### config.mk
export PLATFORM = sky130hd
export DESIGN_NAME = uart_rx_queue
export DESIGN_NICKNAME = d
export VERILOG_FILES = /design/src/rtl/uart_rx_queue_pkg.sv /design/src/rtl/uart_rx_queue_store.sv /design/src/rtl/uart_rx_queue_level.sv /design/src/rtl/uart_rx_queue_flags.sv /design/src/rtl/uart_rx_queue.sv
export SDC_FILE = /design/constraint.sdc
export NUM_CORES = 1
export LEC_CHECK = 0
export ABC_AREA = 1
export BUFFER_PORTS_ARGS = -buffer_cell sky130_fd_sc_hd__buf_2
export CAP_MARGIN = 20
export CORE_MARGIN = 8
export CORE_UTILIZATION = 46
export DETAILED_ROUTE_END_ITERATION = 10
export SYNTH_ARGS = -nofsm -noshare
export SYNTH_HDL_FRONTEND = slang
export SYNTH_SLANG_ARGS = --single-unit
### constraint.sdc
create_clock -name clk -period 3.5 [get_ports clk]
set_clock_uncertainty 0.05 [all_clocks]
set_input_delay 0.7 -clock clk [delete_from_list [all_inputs] [get_ports clk]]
set_output_delay 0.7 -clock clk [all_outputs]
set_load 0.05 [all_outputs]
### src/rtl/uart_rx_queue_pkg.sv
package uart_rx_queue_pkg;

    localparam int CHAR_W   = 8;
    localparam int WORD_W   = 16;

    localparam int BIT_VALID = 15;
    localparam int BIT_ERR   = 14;
    localparam int BIT_OVR   = 13;
    localparam int BIT_FRM   = 12;
    localparam int BIT_BRK   = 11;

    // One stored queue entry.
    typedef struct packed {
        logic              err;
        logic              ovr;
        logic              frm;
        logic              brk;
        logic [CHAR_W-1:0] ch;
    } rxq_entry_t;

    // Status outputs kept as registers.
    typedef struct packed {
        logic rdy;
        logic dr;
        logic empty;
        logic ovr;
        logic brk;
    } rxq_status_t;

    localparam rxq_status_t STATUS_RESET = '{rdy: 1'b0, dr: 1'b0, empty: 1'b1, ovr: 1'b0, brk: 1'b0};

    // Build the entry for a push. A break replaces the character.
    function automatic rxq_entry_t make_entry(logic [CHAR_W-1:0] ch, logic is_brk, logic last_slot);
        rxq_entry_t e;
        e.ch  = is_brk ? '0 : ch;
        e.brk = is_brk;
        e.frm = is_brk;
        e.ovr = last_slot;
        e.err = is_brk | last_slot;
        return e;
    endfunction

    // Expand an entry into the popped word with the valid bit set.
    function automatic logic [WORD_W-1:0] entry_to_word(rxq_entry_t e);
        logic [WORD_W-1:0] w;
        w            = '0;
        w[CHAR_W-1:0] = e.ch;
        w[BIT_VALID] = 1'b1;
        w[BIT_ERR]   = e.err;
        w[BIT_OVR]   = e.ovr;
        w[BIT_FRM]   = e.frm;
        w[BIT_BRK]   = e.brk;
        return w;
    endfunction

endpackage

### src/rtl/uart_rx_queue_store.sv
module uart_rx_queue_store
    import uart_rx_queue_pkg::*;
#(
    parameter int DEPTH = 32,
    localparam int PTR_W = $clog2(DEPTH)
) (
    input  logic       clk,
    input  logic       rst,
    input  logic       wr_en,
    input  rxq_entry_t wr_data,
    input  logic       rd_en,
    output rxq_entry_t rd_data
);

    rxq_entry_t        mem [DEPTH];
    logic [PTR_W-1:0]  wr_ptr;
    logic [PTR_W-1:0]  rd_ptr;

    function automatic logic [PTR_W-1:0] bump(logic [PTR_W-1:0] p);
        return (p == PTR_W'(DEPTH - 1)) ? '0 : p + 1'b1;
    endfunction

    always_ff @(posedge clk) begin
        if (rst) begin
            wr_ptr <= '0;
            rd_ptr <= '0;
        end else begin
            if (wr_en) wr_ptr <= bump(wr_ptr);
            if (rd_en) rd_ptr <= bump(rd_ptr);
        end
    end

    always_ff @(posedge clk) begin
        if (wr_en) mem[wr_ptr] <= wr_data;
    end

    assign rd_data = mem[rd_ptr];

endmodule

### src/rtl/uart_rx_queue_level.sv
module uart_rx_queue_level #(
    parameter int DEPTH = 32,
    localparam int CNT_W = $clog2(DEPTH) + 1
) (
    input  logic             clk,
    input  logic             rst,
    input  logic             inc,
    input  logic             dec,
    output logic [CNT_W-1:0] count,
    output logic [CNT_W-1:0] next_count,
    output logic             full,
    output logic             empty,
    output logic             last_slot
);

    assign next_count = count + CNT_W'(inc) - CNT_W'(dec);
    assign full       = (count == CNT_W'(DEPTH));
    assign empty      = (count == '0);
    assign last_slot  = (count == CNT_W'(DEPTH - 1));

    always_ff @(posedge clk) begin
        if (rst) count <= '0;
        else     count <= next_count;
    end

endmodule

### src/rtl/uart_rx_queue_flags.sv
module uart_rx_queue_flags
    import uart_rx_queue_pkg::*;
#(
    parameter int CNT_W  = 6,
    parameter int TRIG_W = 6,
    localparam int CMP_W = ((CNT_W > TRIG_W) ? CNT_W : TRIG_W) + 1
) (
    input  logic              clk,
    input  logic              rst,
    input  logic              push_evt,
    input  logic              pop_ok,
    input  logic [CNT_W-1:0]  next_count,
    input  logic [TRIG_W-1:0] trig,
    input  logic              ovr_set,
    input  logic              ovr_clr,
    input  logic              brk_set,
    input  logic              brk_clr,
    output rxq_status_t       status
);

    logic [CMP_W-1:0] cnt_x;
    logic [CMP_W-1:0] trig_x;
    logic             at_level;
    rxq_status_t      nxt;

    assign cnt_x    = CMP_W'(next_count);
    assign trig_x   = CMP_W'(trig);
    assign at_level = (cnt_x >= trig_x);

    always_comb begin
        nxt = status;
        // Threshold: a pop may clear, a push may set, both use the new count.
        if (pop_ok && !at_level) nxt.rdy = 1'b0;
        if (push_evt && at_level) nxt.rdy = 1'b1;
        // Emptiness follows the resulting count.
        if (pop_ok && next_count == '0) begin
            nxt.dr    = 1'b0;
            nxt.empty = 1'b1;
        end
        if (push_evt) begin
            nxt.dr    = 1'b1;
            nxt.empty = 1'b0;
        end
        // Sticky bits: a set wins over a clear in the same cycle.
        if (ovr_clr) nxt.ovr = 1'b0;
        if (ovr_set) nxt.ovr = 1'b1;
        if (brk_clr) nxt.brk = 1'b0;
        if (brk_set) nxt.brk = 1'b1;
    end

    always_ff @(posedge clk) begin
        if (rst) status <= STATUS_RESET;
        else     status <= nxt;
    end

endmodule

### src/rtl/uart_rx_queue.sv
module uart_rx_queue
    import uart_rx_queue_pkg::*;
#(
    parameter int DEPTH  = 32,
    parameter int TRIG_W = 6,
    localparam int CNT_W = $clog2(DEPTH) + 1
) (
    input  logic              clk,
    input  logic              rst,
    input  logic              rx_en,
    input  logic [TRIG_W-1:0] trig_level,
    input  logic              push_valid,
    input  logic [CHAR_W-1:0] push_char,
    input  logic              push_break,
    input  logic              pop_req,
    input  logic              ovr_clr,
    input  logic              brk_clr,
    output logic              accept,
    output logic [WORD_W-1:0] pop_word,
    output logic              rx_ready,
    output logic              data_ready,
    output logic              rx_empty,
    output logic              overrun,
    output logic              break_seen
);

    logic             push_evt;
    logic             store_ok;
    logic             pop_ok;
    logic             q_full;
    logic             q_empty;
    logic             last_slot;
    logic [CNT_W-1:0] fill_cnt;
    logic [CNT_W-1:0] fill_next;
    rxq_entry_t       new_entry;
    rxq_entry_t       head;
    rxq_status_t      status;

    // A break takes priority over a character in the same cycle.
    assign push_evt  = rx_en && (push_valid || push_break);
    assign store_ok  = push_evt && !q_full;
    assign pop_ok    = pop_req && !q_empty;
    assign new_entry = make_entry(push_char, push_break, last_slot);

    uart_rx_queue_level #(.DEPTH(DEPTH)) u_level (
        .clk        (clk),
        .rst        (rst),
        .inc        (store_ok),
        .dec        (pop_ok),
        .count      (fill_cnt),
        .next_count (fill_next),
        .full       (q_full),
        .empty      (q_empty),
        .last_slot  (last_slot)
    );

    uart_rx_queue_store #(.DEPTH(DEPTH)) u_store (
        .clk     (clk),
        .rst     (rst),
        .wr_en   (store_ok),
        .wr_data (new_entry),
        .rd_en   (pop_ok),
        .rd_data (head)
    );

    uart_rx_queue_flags #(.CNT_W(CNT_W), .TRIG_W(TRIG_W)) u_flags (
        .clk        (clk),
        .rst        (rst),
        .push_evt   (push_evt),
        .pop_ok     (pop_ok),
        .next_count (fill_next),
        .trig       (trig_level),
        .ovr_set    (push_evt && q_full),
        .ovr_clr    (ovr_clr),
        .brk_set    (rx_en && push_break),
        .brk_clr    (brk_clr),
        .status     (status)
    );

    assign accept     = rx_en && !q_full;
    assign pop_word   = q_empty ? '0 : entry_to_word(head);
    assign rx_ready   = status.rdy;
    assign data_ready = status.dr;
    assign rx_empty   = status.empty;
    assign overrun    = status.ovr;
    assign break_seen = status.brk;

endmodule

==> metrics, run 1 <==
DRC 0; Worst EP required 2.75 ns; first-pass GRT wire length 60000 um; Clock Latency Late Sink 0.52 ns; Clock Root Buffer clkbuf_16; Area growth syn-to-layout 13.4%; Max H-tree Level 2; Sw Ratio 33.3%; core area 34400 um^2; Syn Inst Count 1437; Layout fillers 3039; CTS tree built; via count 10700; internal power 0.00835 W; Ports 44; Synth Register Bits 378; die area 41000 um^2; top post-synthesis cells by area edfxtp_1, nand2_1, nand3_1; P_leak 6.79 nW; status finished, final reports clean; Avg WL per Cell 19.6 um; Combinational Power Share 26.7%; largest net degree at the start of global routing 71; 1st-iter DRT viols 932; IO buf count 40; dpl cell area 16900 um^2; Final Instance Area 18100 um^2; startpoint types flip-flop; most frequent CP cell nand3_1; Max VDD drop 0.000549 V; Power Dens Cells 691 nW/um^2; Pwr Total 0.0125 W; post-synthesis sequential area ratio 69.4%; YS warnings 0; CP Class flip-flop to output pin; Hold Path Cell Cnt 4; top-area cell type share of the netlist area 66.1%; Rel. slew slack 30.0%; WHS 0.395 ns; Sw Pwr 0.00417 W; Overflow after GRT 0; Hold Path Origin brk_clr; final period utilization 97.4%; Worst R2R Start u_level.count[2]$_SDFF_PP0_; layout cells sized above 1 11.8%; Reg2Reg Depth 18; count leader, synth nand2_1; clock network power share 32.0%; final non-filler cell total 1995; hold_buf cts 0; dpl cells 1920; CP peak stage delay 0.42 ns; CP Max Fanout 61; number of global-route vias before repair 10200; n_diodes 0; Final nets 1554; RePlAce Congestion 0.809; Fmax 0.293 GHz; Worst setup EP type output pin; CTS Sinks 378; dpl hpwl 23100 um; capture point of the worst reg-to-reg path u_flags.status[4]$_SDFFE_PP0P_; slowest CP cell dfxtp_4; row count 68; maxcap violations 0; initial antenna violation count 1; Seq pwr share 41.3%; final setup fails 0; Syn Std Cell Area 16000 um^2; ys async rst share 0%; number of flops mapped to enable cells by yosys 352; routed vias/inst 5.36; All-Layer GR Usage 18.9%; Hold Vio Cnt, Final 0; Routed WL 39100 um; Min-Delay Path Class input port to flip-flop; RSZ-0062 raised after global routing false; TritonCTS buffer count 40; area leader, netlist edfxtp_1; Starting Density 46.5%; clock-pin slew on the worst setup and hold paths 0.06 ns; Worst Hold Path EP u_flags.status[0]$_SDFFE_PP0P_; Routed Antenna Nets 0; Slew Limit Fails 0; FF-to-FF setup slack 0.43 ns; Top FF cell, synth edfxtp_1; Yosys cell types 30; Worst-Margin Slew 1.05 ns; Post-synth top cells nand2_1, edfxtp_1, nand3_1, nor2_1, inv_1; Syn Area/Cell 11.1 um^2; Total Neg Setup Slack 0 ns; CP cell instances inv_4, buf_12, nand2_1, nand3_1, nand3_1, a21oi_1, o21ai_1, nor2_1, buf_2; Die Height 202 um; post-route minimum period 3.41 ns; critical path arrival 2.66 ns; die width 202 um; clock buffer depth 3; Pre-antenna DRT Iters 5
==> flip-flops by register name, summed over array words and instances, names as in the netlist, named ones only <==
register        cells
u_level.count       6
u_store.wr_ptr      5
u_store.mem       352
u_flags.status      5
u_store.rd_ptr      5
==> power groups by stage <==
| stage | clock [W] | sequential, W | combinational (W) |
|---|---|---|---|
| floorplan | 0 | 0.00522 | 0.00243 |
| global placement | 0 | 0.00527 | 0.00330 |
| detailed placement | 0 | 0.00527 | 0.00334 |
| CTS | 0.00406 | 0.00518 | 0.00334 |
| global route | 0.00424 | 0.00519 | 0.00370 |
| finish | 0.00400 | 0.00517 | 0.00334 |
==> per-layer routing <==
layer	GRT usage, %	vias to the layer above	routed length (um)	share of wire (%)
met3	2.37	74	2170	5.6
li1	-	5092	-	-
met1	25.6	5228	17100	44
met5	0	-	0	0
met2	30.8	297	18600	47
met4	7.17	0	1270	3.3
==> repair_timing <==
| item | 4_1_cts | 5_1_grt |
|---|---|---|
| setup buffers | 0 | 1 |
| endpoints found under the setup margin | 0 | 7 |
| resized for setup | 0 | 3 |
==> worst max path at each step <==
stage | to | slack [ns] | cells after the start
after global placement | u_flags.status[4]$_SDFFE_PP0P_ | 0.41 | 16
after detailed placement | u_flags.status[4]$_SDFFE_PP0P_ | 0.33 | 16
after global routing | pop_word[4] | 0.01 | 10
after CTS | pop_word[11] | 0.04 | 8
final | pop_word[12] | 0.09 | 9
after floorplan | pop_word[12] | 0.24 | 7
==> worst max-delay path: cells and delay by family, from the launching register on <==
kind / cells / cell delay, ns
compound gates: 2 / 0.44
buf+inv: 3 / 0.69
flops: 1 / 0.42
simple gates: 4 / 0.50
==> layout by cell type, fill, tap and decap left out, types with 3 or more instances in the layout <==
cell,instances
nand2_1,423
conb_1,3
a21oi_1,27
nor2_2,8
buf_2,38
buf_12,7
nand3_1,221
ha_1,23
buf_4,60
nor2_1,131
o21ai_0,46
o21ai_1,22
dfxtp_1,23
clkinv_1,8
edfxtp_1,352
clkbuf_16,42
o22ai_1,10
inv_1,48
clkinv_2,7
clkbuf_1,12
==> kinds of logic (layout without fill, tap and decap cells) <==
logic type | count (synthesis) | after routing | synth area share [%]
simple gates | 791 | 791 | 20.4
compound gates | 108 | 108 | 3.50
fa+ha+maj | 24 | 24 | 1.93
flops | 378 | 378 | 69.4
xor+xnor | 2 | 2 | 0.110
other cells | 1 | 3 | 0.0235
buf+inv | 133 | 234 | 4.65
==> layout make-up <==
type                            count  area, um^2  area share [%]
Sequential cell                   378       11100            61.2
Multi-Input combinational cell    928        4180            23.1
Clock buffer                       56        1120            6.20
Timing Repair Buffer              108         823            4.54
Tap cell                          455         569            3.14
Inverter                           52         200            1.10
Clock inverter                     18         123           0.677
==> per-stage QoR <==
| step | worst slack (ns) | utilization, % |
|---|---|---|
| after global placement | 0.409 | 49.0 |
| after global routing | 0.0143 | 52.7 |
| final | 0.0901 | 52.7 |
| after floorplan | 0.242 | - |
| after detailed placement | 0.333 | 49.0 |
| after CTS | 0.0382 | 52.7 |
(Power assumes the default switching activity.)
==> run 2, diff against run 1 <==
--- a/config.mk
+++ b/config.mk
@@ -10,7 +10,9 @@
 export CAP_MARGIN = 20
 export CORE_MARGIN = 8
 export CORE_UTILIZATION = 46
+export CTS_BUF_LIST = sky130_fd_sc_hd__clkbuf_8
 export DETAILED_ROUTE_END_ITERATION = 10
 export SYNTH_ARGS = -nofsm -noshare
 export SYNTH_HDL_FRONTEND = slang
 export SYNTH_SLANG_ARGS = --single-unit
+export TNS_END_PERCENT = 10
==> metrics, run 2 (synthesis gave the netlist of run 1 again) <==
capture point of the worst reg-to-reg path u_flags.status[4]$_SDFFE_PP0P_; clock-pin slew on the worst setup and hold paths 0.06 ns (about the same); M1 GR Usage 25.5% (-0.11 points); DRC 0 (unchanged); post-route minimum period 3.48 ns (+0.0747 ns); Worst-Margin Slew 1.12 ns (+0.0685 ns); max reg flops 352 (unchanged); All-Layer GR Usage 18.9% (about the same); Clock Root Buffer clkbuf_8; row count 68 (unchanged); Die Height 202 um (unchanged); final design utilization 52.2% (-0.48 points); startpoint types flip-flop; CP peak stage delay 0.42 ns (about the same); Final nets 1574 (+1.3%); n_diodes 0 (unchanged); Pre-antenna DRT Iters 5 (unchanged); slowest CP cell dfxtp_4; largest net degree at the start of global routing 71 (unchanged); WHS 0.336 ns (-0.0584 ns); RSZ-0062 raised after global routing true; Crit path depth 9 (unchanged); Overflow after GRT 0 (unchanged); crit-path leading delay family buffers and inverters; Seq pwr share 43.4% (+2.1 points); final non-filler cell total 2026 (+1.6%); Max H-tree Level 2 (unchanged); final worst setup slack 0.0154 ns (-0.0747 ns); final setup fails 0 (unchanged); core area 34400 um^2 (unchanged); Starting Density 46.5% (unchanged); die area 41000 um^2 (unchanged); M2 GR Usage 30.9% (+0.18 points); Min-Delay Path Class input port to flip-flop; clock buffer depth 3 (unchanged); CP Max Fanout 61 (unchanged); Reg2Reg Depth 18 (unchanged); Rel. slew slack 25.5% (-4.6 points); met3 GRT Util 2.58% (+0.21 points); Sw Ratio 34.9% (+1.6 points); Max VDD drop 0.000601 V (+9.5%); GR peak layer met2; Final Instance Area 18000 um^2 (-0.90%); dpl cells 1920 (unchanged); hold_buf cts 0 (unchanged); initial antenna violation count 1 (unchanged); number of global-route vias before repair 10300 (+1.0%); Worst R2R Start u_level.count[2]$_SDFF_PP0_; Hold Vio Cnt, Final 0 (unchanged); Routed WL 39500 um (+1.1%); routed vias/inst 5.28 (-1.4%); dpl cell area 16900 um^2 (unchanged); IO buf count 40 (unchanged); P_leak 6.84 nW (+0.67%); RePlAce Congestion 0.809 (unchanged); CP cell instances inv_4, buf_12, nand2_1, nand3_1, nand3_1, a21oi_1, o21ai_1, nor2_1, buf_2; status finished, final reports clean; CP Class flip-flop to output pin; critical path buffer and inverter count 3 (unchanged); clock network power share 28.0% (-4.0 points); Fmax 0.287 GHz (-2.1%); dpl hpwl 23100 um (unchanged); first-pass GRT wire length 60000 um (unchanged); Area growth syn-to-layout 12.3%; most frequent CP cell nand3_1; Routed Antenna Nets 0 (unchanged); die width 202 um (unchanged); Clock Latency Late Sink 0.61 ns (+0.09 ns); CTS tree built; maxcap violations 0 (unchanged); CTS Sinks 378 (unchanged); Largest Register u_store.mem; most frequent cells in the layout nand2_1, edfxtp_1, nand3_1, nor2_1, inv_1; Worst setup endpoint pop_word[12]; Worst setup EP type output pin; layout cells sized above 1 12.7% (+0.85 points); TritonCTS buffer count 59 (+48%); 1st-iter DRT viols 954 (+2.4%); critical path arrival 2.73 ns (+0.07 ns); Sw Pwr 0.00416 W (-0.29%); Combinational Power Share 28.6% (+1.9 points); Slew Limit Fails 0 (unchanged); commonest non-fill, non-tap cell in the layout nand2_1; internal power 0.00775 W (-7.2%); Top Registers u_store.mem (352), u_level.count (6); dpl ws 0.333 ns (unchanged); FF-to-FF setup slack 0.43 ns (about the same); via count 10700 (+0.11%); Layout fillers 3052 (+0.43%); Avg WL per Cell 19.5 um (-0.41%); Power Dens Cells 663 nW/um^2 (-4.0%); Ports 44 (unchanged); final period utilization 99.6% (+2.1 points); Worst EP required 2.75 ns (about the same)
-- run 2: power groups by stage --
| stage | Clock (W) | Sequential (W) | Combinational (W) |
|---|---|---|---|
| floorplan | 0 | 0.00522 | 0.00243 |
| global placement | 0 | 0.00527 | 0.00330 |
| detailed placement | 0 | 0.00527 | 0.00334 |
| CTS | 0.00340 | 0.00518 | 0.00336 |
| global route | 0.00360 | 0.00518 | 0.00374 |
| finish | 0.00334 | 0.00516 | 0.00340 |
-- run 2: repair_timing --
action / CTS / global route
resized for setup: 3 / 3
endpoints found under the hold margin: 0 / 0
endpoints found under the setup margin: 4 / 10
buffers inserted: 0 / 2
gates cloned: 0 / 0
pin swaps: 0 / 0
-- run 2: layout make-up --
cell class                 instances  area (um^2)  share of cell area (%)
inverter                          52          200                    1.11
tap                              455          569                    3.17
timing repair buffer             109          848                    4.72
multi-input combinational        928         4190                    23.3
sequential                       378        11100                    61.8
clock inverter                    42          200                    1.11
clock buffer                      62          853                    4.75
-- run 2: per-stage QoR --
step	TNS [ns]	power, W
CTS	-0.0253	0.0119
finish	0	0.0119
floorplan	0	0.00765
detailed placement	0	0.00861
global route	-0.121	0.0125
global placement	0	0.00857
-- run 2: worst min-delay path, stage by stage --
cell,delay [ns]
buf_2,0.08
inv_1,0.03
nand2_1,0.05
a21oi_1,0.05
-- run 2: metal layers --
layer | vias to the layer above | part of all wire [%] | wire (um)
met4 | 0 | 3.0 | 1180
met5 | - | 0 | 0
met3 | 72 | 6.3 | 2480
met1 | 5158 | 43 | 17200
met2 | 338 | 47 | 18700
li1 | 5135 | - | -
-- run 2: worst min-delay path by stage --
stage | start | end | cells after the start | slack, ns
after global placement | u_flags.status[0]$_SDFFE_PP0P_ | u_flags.status[0]$_SDFFE_PP0P_ | 2 | 0.40
after detailed placement | u_flags.status[3]$_SDFFE_PP0P_ | u_flags.status[3]$_SDFFE_PP0P_ | 2 | 0.41
after global routing | brk_clr | u_flags.status[0]$_SDFFE_PP0P_ | 4 | 0.32
after CTS | brk_clr | u_flags.status[0]$_SDFFE_PP0P_ | 4 | 0.31
final | brk_clr | u_flags.status[0]$_SDFFE_PP0P_ | 4 | 0.34
after floorplan | u_store.rd_ptr[4]$_SDFFE_PP0P_ | flip-flop | 2 | 0.42
